[src/rtl/lock_wdog_pkg.sv]
package lock_wdog_pkg;
  localparam int ADDR_W = 8;
  localparam int HALF_W = 16;
  localparam int LOAD_W = 2 * HALF_W;

  // register byte offsets decoded by software
  localparam logic [ADDR_W-1:0] OFS_LOAD_LO = 8'h80;
  localparam logic [ADDR_W-1:0] OFS_LOAD_HI = 8'h84;
  localparam logic [ADDR_W-1:0] OFS_CTRL    = 8'h88;
  localparam logic [ADDR_W-1:0] OFS_KEY     = 8'hA0;

  localparam logic [HALF_W-1:0] OPEN_KEY = 16'hE551;

  // control bit positions
  localparam int CB_RUN  = 1;
  localparam int CB_WIDE = 2;
  localparam int CB_RSTE = 3;

  localparam int PULSE_CYC = 4;
endpackage

[src/rtl/lock_wdog_regs.sv]
module lock_wdog_regs
  import lock_wdog_pkg::*;
(
  input  logic              clk,
  input  logic              rst,
  input  logic              we,
  input  logic [ADDR_W-1:0] addr,
  input  logic [HALF_W-1:0] wdata,
  input  logic              expire_i,
  output logic [HALF_W-1:0] rdata_o,
  output logic [LOAD_W-1:0] load_val_o,
  output logic              run_o,
  output logic              rste_o,
  output logic              reload_o
);
  logic              open_q;
  logic [HALF_W-1:0] lo_q, hi_q, rdata_q, rd_mux, ctrl_view;
  logic              run_q, wide_q, rste_q, reload_q;
  logic              wr_lo, wr_hi, wr_ctrl, wr_key;

  assign wr_key  = we && (addr == OFS_KEY);
  assign wr_lo   = we && open_q && (addr == OFS_LOAD_LO);
  assign wr_hi   = we && open_q && (addr == OFS_LOAD_HI);
  assign wr_ctrl = we && open_q && (addr == OFS_CTRL);

  always_comb begin
    ctrl_view          = '0;
    ctrl_view[CB_RUN]  = run_q;
    ctrl_view[CB_WIDE] = wide_q;
    ctrl_view[CB_RSTE] = rste_q;
  end

  always_comb begin
    case (addr)
      OFS_LOAD_LO: rd_mux = lo_q;
      OFS_LOAD_HI: rd_mux = hi_q;
      OFS_CTRL:    rd_mux = ctrl_view;
      OFS_KEY:     rd_mux = {{(HALF_W-1){1'b0}}, open_q};
      default:     rd_mux = '0;
    endcase
  end

  always_ff @(posedge clk) begin
    if (rst) begin
      open_q   <= 1'b0;
      lo_q     <= '1;
      hi_q     <= '1;
      run_q    <= 1'b0;
      wide_q   <= 1'b0;
      rste_q   <= 1'b0;
      reload_q <= 1'b0;
      rdata_q  <= '0;
    end else begin
      reload_q <= (wr_ctrl && wdata[CB_RUN] && !run_q) || (wr_lo && run_q);
      rdata_q  <= rd_mux;
      if (wr_key) open_q <= (wdata == OPEN_KEY);
      if (wr_lo)  lo_q <= wdata;
      if (wr_hi)  hi_q <= wdata;
      if (wr_ctrl) begin
        run_q  <= wdata[CB_RUN];
        wide_q <= wdata[CB_WIDE];
        rste_q <= wdata[CB_RSTE];
      end else if (expire_i) begin
        run_q <= 1'b0;
      end
    end
  end

  assign rdata_o    = rdata_q;
  assign load_val_o = wide_q ? {hi_q, lo_q} : {{HALF_W{1'b0}}, lo_q};
  assign run_o      = run_q;
  assign rste_o     = rste_q;
  assign reload_o   = reload_q;


  locked_lo_hold_chk: assert property (@(posedge clk) disable iff (rst)
    (we && !open_q && addr == OFS_LOAD_LO) |=> $stable(lo_q));


  expire_stops_chk: assert property (@(posedge clk) disable iff (rst)
    (expire_i && !(we && open_q && addr == OFS_CTRL)) |=> !run_q);
endmodule

[src/rtl/lock_wdog_counter.sv]
module lock_wdog_counter
  import lock_wdog_pkg::*;
(
  input  logic              clk,
  input  logic              rst,
  input  logic              run_i,
  input  logic              tick_i,
  input  logic              reload_i,
  input  logic [LOAD_W-1:0] load_val_i,
  output logic              expire_o
);
  logic [LOAD_W-1:0] cnt_q;

  assign expire_o = run_i && tick_i && !reload_i && (cnt_q <= LOAD_W'(1));

  always_ff @(posedge clk) begin
    if (rst) begin
      cnt_q <= '0;
    end else if (reload_i) begin
      cnt_q <= load_val_i;
    end else if (run_i && tick_i) begin
      if (expire_o) cnt_q <= '0;
      else          cnt_q <= cnt_q - LOAD_W'(1);
    end
  end


  reload_value_chk: assert property (@(posedge clk) disable iff (rst)
    reload_i |=> (cnt_q == $past(load_val_i)));


  no_tick_hold_chk: assert property (@(posedge clk) disable iff (rst)
    (!tick_i && !reload_i) |=> $stable(cnt_q));
endmodule

[src/rtl/lock_wdog_pulse.sv]
module lock_wdog_pulse #(
  parameter int PULSE_CYC = 4
) (
  input  logic clk,
  input  logic rst,
  input  logic trig_i,
  output logic pulse_o
);
  localparam int CW = $clog2(PULSE_CYC + 1);
  logic [CW-1:0] left_q;
  logic          out_q;

  always_ff @(posedge clk) begin
    if (rst) begin
      left_q <= '0;
      out_q  <= 1'b0;
    end else if (trig_i) begin
      left_q <= CW'(PULSE_CYC - 1);
      out_q  <= 1'b1;
    end else if (left_q != '0) begin
      left_q <= left_q - CW'(1);
      out_q  <= 1'b1;
    end else begin
      out_q  <= 1'b0;
    end
  end

  assign pulse_o = out_q;

  logic [CW:0] hi_len;
  always_ff @(posedge clk) begin
    if (rst)        hi_len <= '0;
    else if (out_q) hi_len <= hi_len + 1'b1;
    else            hi_len <= '0;
  end


  pulse_len_chk: assert property (@(posedge clk) disable iff (rst)
    $fell(out_q) |-> (hi_len == (CW+1)'(PULSE_CYC)));


  pulse_hold_chk: assert property (@(posedge clk) disable iff (rst)
    $rose(out_q) |=> out_q);
endmodule

[src/rtl/lock_wdog_top.sv]
module lock_wdog_top
  import lock_wdog_pkg::*;
#(
  parameter int RST_PULSE = PULSE_CYC
) (
  input  logic              clk,
  input  logic              rst,
  input  logic              tick,
  input  logic              bus_we,
  input  logic [ADDR_W-1:0] bus_addr,
  input  logic [HALF_W-1:0] bus_wdata,
  output logic [HALF_W-1:0] bus_rdata,
  output logic              wdog_rst
);
  logic [LOAD_W-1:0] load_val;
  logic run, rste, reload, expire;

  lock_wdog_regs u_regs (
    .clk(clk), .rst(rst), .we(bus_we), .addr(bus_addr), .wdata(bus_wdata),
    .expire_i(expire), .rdata_o(bus_rdata), .load_val_o(load_val),
    .run_o(run), .rste_o(rste), .reload_o(reload)
  );

  lock_wdog_counter u_cnt (
    .clk(clk), .rst(rst), .run_i(run), .tick_i(tick), .reload_i(reload),
    .load_val_i(load_val), .expire_o(expire)
  );

  lock_wdog_pulse #(.PULSE_CYC(RST_PULSE)) u_pulse (
    .clk(clk), .rst(rst), .trig_i(expire && rste), .pulse_o(wdog_rst)
  );
endmodule

[config.mk]
export PLATFORM = sky130hd
export DESIGN_NAME = lock_wdog_top
export DESIGN_NICKNAME = d
export VERILOG_FILES = /design/src/rtl/lock_wdog_pkg.sv /design/src/rtl/lock_wdog_regs.sv /design/src/rtl/lock_wdog_counter.sv /design/src/rtl/lock_wdog_pulse.sv /design/src/rtl/lock_wdog_top.sv
export SDC_FILE = /design/constraint.sdc
export NUM_CORES = 1
export LEC_CHECK = 0
export ABC_AREA = 1
export BUFFER_PORTS_ARGS = -buffer_cell sky130_fd_sc_hd__buf_2
export CAP_MARGIN = 20
export CORE_MARGIN = 2
export CORE_UTILIZATION = 30
export CTS_BUF_LIST = sky130_fd_sc_hd__clkbuf_8
export DETAILED_ROUTE_END_ITERATION = 16
export PLACE_DENSITY_LB_ADDON = 0.15
export SYNTH_ARGS = -nofsm -noshare
export SYNTH_HDL_FRONTEND = slang
export SYNTH_SLANG_ARGS = --single-unit
[constraint.sdc]
create_clock -name clk -period 1.7 [get_ports clk]
set_clock_uncertainty 0.2 [all_clocks]
set_input_delay 0.17 -clock clk [delete_from_list [all_inputs] [get_ports clk]]
set_output_delay 0.17 -clock clk [all_outputs]
set_load 0.02 [all_outputs]
Word level (Yosys, flattened, before mapping). Index checks and enable logic that the tools add are counted.

Flip-flop bits (word level): 89. Bits of input ports: 28. Output and inout bits: 17. Logic and storage cells: 51.

Add/sub/neg operators: 2. Magnitude comparators: 1. Equality and inequality tests: 5. Multiplexer cells: 11. Reduce and logical (&&, ||, !) cells: 20.

Operator list (count): $mux 32 (4); $pmux 16 s4 (1); $eq 8x8->1 const B (4); $le 32x1->1 const B (1); $sub 32x1->32 const B (1); $eq 16x16->1 const B (1); $logic_and 1x1->1 (12); $reduce_bool 2->1 (3); $mux 1 (4); $mux 2 (2); $reduce_bool 3->1 (1); $sub 3x1->3 const B (1); $logic_not 1->1 (2); $reduce_or 2->1 (1); $logic_or 1x1->1 (1).

Logic depth before layout (Yosys ltp). Gate-level depths: netlist of run 1.

Word-level depth: 6. Mapped depth: 13. Depth with buffers taken out: 11.

Cells and area by module. Synthesis of run 1 repeated with hierarchy kept, for this count alone.

Cells, all modules: 737. Area total of the unflattened synthesis: 5017.3 µm².

Modules (own cells, without submodules): lock_wdog_regs (instances 1, cells an instance 336, area each 2416.1 µm², seq. area each 1061.0 µm²); lock_wdog_counter (instances 1, cells an instance 371, area each 2387.3 µm², seq. area each 640.6 µm²); lock_wdog_pulse (instances 1, cells an instance 28, area each 206.4 µm², seq. area each 80.1 µm²); lock_wdog_top (instances 1, cells an instance 2, area each 7.5 µm², seq. area each 0.0 µm²).

Least setup slack after synthesis of run 1. OpenSTA, ideal clock, no wires.

Kind: register to register. From: reg u_cnt.cnt_q[0]. To: reg u_cnt.cnt_q[24]. Library setup time: 0.128 ns. Arrival time: 1.479 ns. Data required time: 1.372 ns. Setup slack: -0.106 ns. Stages on the path, launching flop included: 14. Path buffers: 2. Clock period less this slack: 1.806 ns. Path through: dfxtp_1 > inv_1 > ha_1 > buf_2 > nor2_1 > nor2_1 > nand2_1 > nor2_1 > nand3_2 > nand3_2 > buf_6 > nor2_1 > nor2_1 > nor2_1.

Word-level cells in the longest chain between the ends: 5. Elaborated cells between the ends (all ways): 6. Those cells by class: 1 x add/sub; 1 x order compare; 3 x mux; 1 x reduce/logical.

RTL lines: start, declared (RTL line lock_wdog_counter.sv:12) `logic [LOAD_W-1:0] cnt_q;`; start signal, assigned (RTL line lock_wdog_counter.sv:20) `cnt_q <= load_val_i;`; start signal, assigned (RTL line lock_wdog_counter.sv:23) `else cnt_q <= cnt_q - LOAD_W'(1);`; $le 32x1->1 (RTL line lock_wdog_counter.sv:14) `assign expire_o = run_i && tick_i && !reload_i && (cnt_q <= LOAD_W'(1));`; $logic_and 1x1->1 (RTL line lock_wdog_counter.sv:14); $mux 32 (*) (RTL line lock_wdog_counter.sv:22) `if (expire_o) cnt_q <= '0;`; $mux 32 (*) (RTL line lock_wdog_counter.sv:21) `end else if (run_i && tick_i) begin`; $mux 32 (*) (RTL line lock_wdog_counter.sv:19) `end else if (reload_i) begin`.

Mark *: on every way between the ends. The rest lies on a longest branch, timed or not. The select of a mux whose other input is x is not followed. A chain may end at the register's enable or synchronous reset.

Worst setup path in the final report of run 1.
From: reg u_cnt.cnt_q[1]. To: reg u_cnt.cnt_q[21].

Same word-level chain as after synthesis.

==> results of run 1 <==
[per-stage QoR]
step | hold slack [ns] | total power [uW] | worst slack [ns] | setup TNS [ns]
2_1_floorplan | 0.0832 | 2400 | 0.00382 | 0
3_3_place_gp | 0.213 | 2500 | -0.108 | -1.66
3_5_place_dp | 0.216 | 2530 | -0.0984 | -1.29
4_1_cts | 0.0000415 | 4070 | -0.0348 | -0.193
5_1_grt | 0.0345 | 4200 | -0.131 | -2.50
6_report | 0.00168 | 4030 | -0.0434 | -0.141
[how the worst min path moves through the flow]
| stage | start | to | cells past startpoint |
|---|---|---|---|
| floorplan | bus_wdata[15] | u_regs.lo_q[15] | 2 |
| global placement | bus_wdata[13] | u_regs.hi_q[13] | 3 |
| detailed placement | bus_wdata[6] | u_regs.lo_q[6] | 3 |
| CTS | rst | u_regs.lo_q[3] | 3 |
| global route | rst | u_regs.lo_q[3] | 3 |
| finish | rst | u_regs.lo_q[3] | 3 |
[per-layer routing]
metal  GRT usage  wire length [um]  vias to the layer above
met5           0                 0                        -
met4      0.0821               448                        0
met3      0.0258               625                       28
met2       0.324              7750                      126
met1       0.255              7940                     2469
li1            -                 -                     2640
[cells in the mapped netlist, drive strengths merged]
cell type	count	area, um2
nand2	189	744
nor2	121	546
inv	98	368
dfxtp	89	1780
a21oi	43	249
nand3	42	225
o21ai	35	175
nand4	22	144
o22ai	21	131
buf	16	129
o211ai	13	113
clkbuf	9	33.8
a31oi	6	37.5
clkinv	5	21.3
nor3	5	36.3
xor2	5	43.8
ha	4	50.1
xnor2	3	26.3
or2	2	15.0
nand3b	1	7.51
nor3b	1	7.51
nor4	1	6.26
nor4b	1	8.76
o221ai	1	8.76
[layout make-up]
cell class	count	area [um2]	area share
tap	216	270	0.0410
timing repair buffer	157	1210	0.183
inverter	103	390	0.0592
clock inverter	7	72.6	0.0110
multi-input combinational	516	2730	0.414
sequential	89	1800	0.273
clock buffer	9	124	0.0188
[sequential cells by signal, summed over array words and instances (netlist names)]
register	flops
u_cnt.cnt_q	32
u_regs.rdata_o	16
u_regs.rste_o	1
u_regs.reload_o	1
u_regs.run_o	1
u_regs.open_q	1
u_regs.hi_q	16
u_regs.wide_q	1
u_pulse.pulse_o	1
u_pulse.left_q	3
u_regs.lo_q	16
[cell families (layout without fill, tap and decap cells)]
logic type	Yosys count	after routing	synth area share
XOR/XNOR	8	8	0.0143
AND/OR/NAND/NOR	385	385	0.355
AO/OA/AOI/OAI	119	119	0.146
adder cells (fa/ha/maj)	4	4	0.0102
buffers and inverters	128	276	0.112
flip-flops	89	89	0.363
[worst max-delay path, stage by stage (launching register included)]
cell,delay [ns]
dfxtp_2,0.34
inv_2,0.08
ha_1,0.16
nor2_2,0.05
nor2_1,0.09
nand2_1,0.07
nor2_1,0.11
nand3_2,0.10
nand3_2,0.10
buf_6,0.14
nor2_1,0.05
nor2_1,0.10
nor2_1,0.05
[layout by cell type, fill, tap and decap left out, types with 2 or more instances in the layout]
master	n
nand3_2	4
ha_1	3
nor3_1	2
clkinv_4	2
nand4_1	21
inv_8	2
buf_2	45
inv_1	91
o211ai_1	10
nor2_1	78
inv_2	7
xor2_1	5
buf_4	82
o22ai_1	21
a21oi_1	33
nand2_2	21
clkinv_1	3
buf_12	6
o211ai_2	3
dfxtp_2	10
nor3_2	2
a21oi_2	10
clkbuf_8	9
nand2_1	167
nor2_2	30
nor2_4	12
o21ai_0	25
dfxtp_1	78
a31oi_1	6
buf_6	4
xnor2_1	3
o21ai_1	9
dlygate4sd3_1	20
nand3_1	38
[power by group]
group	leakage (uW)	internal, uW	switching (uW)
Clock	0.0000966	575	930
Sequential	0.000725	2130	19.6
Combinational	0.00241	162	221
Total	0.00323	2860	1170
[repair_timing]
item,in CTS,in global routing
gates cloned,0,1
endpoints found under the setup margin,36,37
buffers inserted,3,1
endpoints found under the hold margin,36,0
pin swaps,3,7
gates resized for setup,25,41
hold buffers,20,0
==> flow_summary.toml, run 1 <==
[synth]
ys_ff_latch = 89
syn-instance-count = 733
synth_nets = 765
yosysSeqAreaShare = 0.363
yosys_warnings = 0
syn_area_mm2 = 0.00491
avgSynthCellArea_um2 = 6.70
ys_types = 41

[critical_path]
timing.rr.start = "u_cnt.cnt_q[1]"
worstPathRequired_ns = 1.79
rrSetupSlack_ns = -0.04
startpoint = "u_cnt.cnt_q[1]"
cp_max_fo = 7
endpoint_kind = "register"
critPathKind = "reg -> reg"
startpoint_type = "register"
cp-endpoint = "u_cnt.cnt_q[21]"
reg2reg_depth = 12
r2r_end = "u_cnt.cnt_q[21]"
arrival_ns = 1.83

[cells_and_area]
instances_no_fill = 1097
nFillCells = 1709
final_area_mm2 = 0.00659
final_util = 0.413
area_growth_pct = 34.3
nets = 908
drive_gt1_frac = 0.299
diodes = 0

[sta]
slew_headroom = 0.760
tightest_slew_ns = 0.354
setup_ws_ns = -0.0434
timing.fmax_mhz = 574
finalSetupViolations = 9
rsz0062_at_grt = "yes"
hold_violations = 0
final_max_slew_viol_count = 0
timing.final.crit_period_ns = 1.74
layout_worst_path_cycle_share = 1.03

[place]
dp.cells = 1057
dpl_cell_area_mm2 = 0.00599
portBuffers = 44
routabilityCongestion = 0.913
place_hpwl_um = 12700

[route]
vias = 5263
drtIter0Drc = 312
firstDrtPassIters = 7
routed_wl_um = 16800
drt-wirelength-per-cell_um = 15.3
antenna_left = 0
via_per_inst = 4.80
drc = 0

[die]
die_x_um = 132
start_util = 0.308
rows = 46
dieArea_mm2 = 0.0174
fp.dieH_um = 132
ios = 45
core-area_mm2 = 0.0159

[power_and_ir_drop]
ir_drop_v = 0.000296
p_per_area_mw_per_mm2 = 612
p_leak_uw = 0.00323

[global_route]
grt_first_pass_wirelength_um = 26900
grt_max_degree = 49
grt_pass1_vias = 5095
grt_use_total = 0.195
grt_overflow = 0
antenna_found_initial = 0

[status]
status = "finished, violations left"
violations = "setup timing"

[clocking]
root_buffer = "clkbuf_8"
htreeDepth = 3
clkSinkCount = 89
cts_tree = "done"
cts_buffers = 9
clk_path_buf_depth = 2
cts.clk_slew.worst_paths_ns = 0.11
clk_latency_ns = 0.39

[job]
drv_cap = 0

[worst_hold_path]
min_path_type = "in -> reg"
(Power assumes the default switching activity.)
==> inputs of run 2 (changes only) <==
Settings changed: CTS_BUF_LIST sky130_fd_sc_hd__clkbuf_8 to sky130_fd_sc_hd__clkbuf_4.
==> run 2 against run 1 <==
  * The run still ends with setup timing left
  * Sequential power about the same
  * Global-route usage about the same
  * Register-to-register slack about the same
  * Sequential share of layout area decreased by 0.50 points
  * Via count increased by 0.78%
  * Largest cell class unchanged
  * Non-clock buffer count increased by 11
  * Cell area increased by 2.7%
  * Cell count increased by 1.1%
  * Setup slack improved by 0.0065 ns
==> flow_summary.toml, run 2 (same netlist as run 1, synthesis figures left out) <==
[cells_and_area]
final_common_cell = "nand2_1"
drive_gt1_frac = 0.314
regMostFlops = "u_cnt.cnt_q"
nFillCells = 1692
final_cell_mix = "nand2_1 (168), inv_1 (90), buf_4 (85)"
area_growth_pct = 37.9
instances_no_fill = 1109
nets = 919
largest_reg_flops = 32

[die]
start_util = 0.308
ios = 45
fp.dieH_um = 132
rows = 46
core-area_mm2 = 0.0159
die_x_um = 132
dieArea_mm2 = 0.0174

[critical_path]
worstPathRequired_ns = 1.88
critPathKind = "reg -> reg"
arrival_ns = 1.92
cp_max_fo = 7
startpoint_type = "register"
endpoint_kind = "register"

[clocking]
clk_path_buf_depth = 2
cts_tree = "done"
root_buffer = "clkbuf_4"
cts_buffers = 9
htreeDepth = 3
clk_latency_ns = 0.49
cts.clk_slew.worst_paths_ns = 0.16
clkSinkCount = 89

[sta]
tightest_slew_ns = 0.366
setup_ws_ns = -0.0369
timing.final.crit_period_ns = 1.74
final_max_slew_viol_count = 0
tns_ns = -0.240
finalSetupViolations = 14
timing.fmax_mhz = 576
hold_ws_ns = 0.0377
layout_worst_path_cycle_share = 1.02
hold_violations = 0
slew_headroom = 0.752
rsz0062_at_grt = "yes"

[route]
drtIter0Drc = 299
antenna_left = 0
vias = 5304
routed_wl_um = 17100
via_per_inst = 4.78
firstDrtPassIters = 5
drc = 0
drt-wirelength-per-cell_um = 15.5

[global_route]
grt_max_degree = 49
grt_first_pass_wirelength_um = 26900
antenna_found_initial = 1
grt_pass1_vias = 5127
grt_overflow = 0
grt_use_total = 0.196

[job]
drv_cap = 0

[power_and_ir_drop]
total_power_uw = 3770
p_per_area_mw_per_mm2 = 556
ir_drop_v = 0.000265
p_leak_uw = 0.00331

[place]
dp.cells = 1057
portBuffers = 44
pre_cts_ws_ns = -0.0984
routabilityCongestion = 0.913
place_hpwl_um = 12700

[status]
status = "finished, violations left"
violations = "setup timing"

[worst_hold_path]
min_path_type = "in -> reg"
==> run 2: cell types whose count changed in the layout (fill, tap and decap cells not counted), sizes merged <==
cell / before / now
diode: 0 / 1
dlygate4sd3: 20 / 24
buf: 137 / 142
clkbuf: 9 / 11
==> run 2: layer usage <==
metal / up-vias / routed length (um) / global-route usage
li1: 2668 / - / -
met1: 2474 / 7930 / 0.253
met2: 124 / 7920 / 0.325
met3: 38 / 668 / 0.0269
met4: 0 / 616 / 0.0864
met5: - / 0 / 0
==> run 2: per-stage QoR <==
stage | cell area [um2] | utilization
after floorplan | 4930 | -
after global placement | 5990 | 0.376
after detailed placement | 5990 | 0.376
after CTS | 6480 | 0.406
after global routing | 6770 | 0.425
final | 6770 | 0.425
==> run 2: where the power goes <==
| group | switching, uW | internal (uW) | leakage [uW] |
|---|---|---|---|
| sequential | 19.8 | 2120 | 0.000729 |
| combinational | 223 | 168 | 0.00250 |
| clock | 887 | 343 | 0.0000733 |
| total | 1130 | 2640 | 0.00331 |
==> run 2: layout make-up <==
type | instances | area, um2 | area share
Inverter | 103 | 398 | 0.0588
Tap cell | 216 | 270 | 0.0399
Multi-Input combinational cell | 516 | 2780 | 0.411
Timing Repair Buffer | 168 | 1360 | 0.201
Clock inverter | 7 | 72.6 | 0.0107
Clock buffer | 9 | 67.6 | 0.00998
Antenna cell | 1 | 2.50 | 0.000370
Sequential cell | 89 | 1810 | 0.268
==> run 2: worst paths after layout <==
path,slack [ns],cells past startpoint,end,start
max,-0.04,12,u_cnt.cnt_q[12],u_cnt.cnt_q[1]
max reg2reg,-0.04,12,u_cnt.cnt_q[12],u_cnt.cnt_q[1]
min,0.04,6,u_regs.rdata_o[0],bus_addr[0]
min reg2reg,0.28,2,u_regs.rdata_o[8],u_regs.lo_q[8]
==> run 2: repair_timing <==
action / CTS / global route
endpoints found under the hold margin: 70 / 0
hold buffers: 24 / 0
cloned: 0 / 3
pin swaps: 15 / 29
resized for setup: 33 / 62
setup buffers: 4 / 7
setup endpoints to repair: 37 / 70
==> run 2: critical path: stages (launching register included) <==
cell	delay, ns
dfxtp_2	0.37
inv_4	0.08
ha_4	0.18
nor2_4	0.04
nor2_1	0.08
nand2_1	0.07
nor2_1	0.11
nand3_2	0.10
nand3_2	0.10
buf_6	0.15
nor2_1	0.05
nor2_1	0.08
nor2_1	0.05
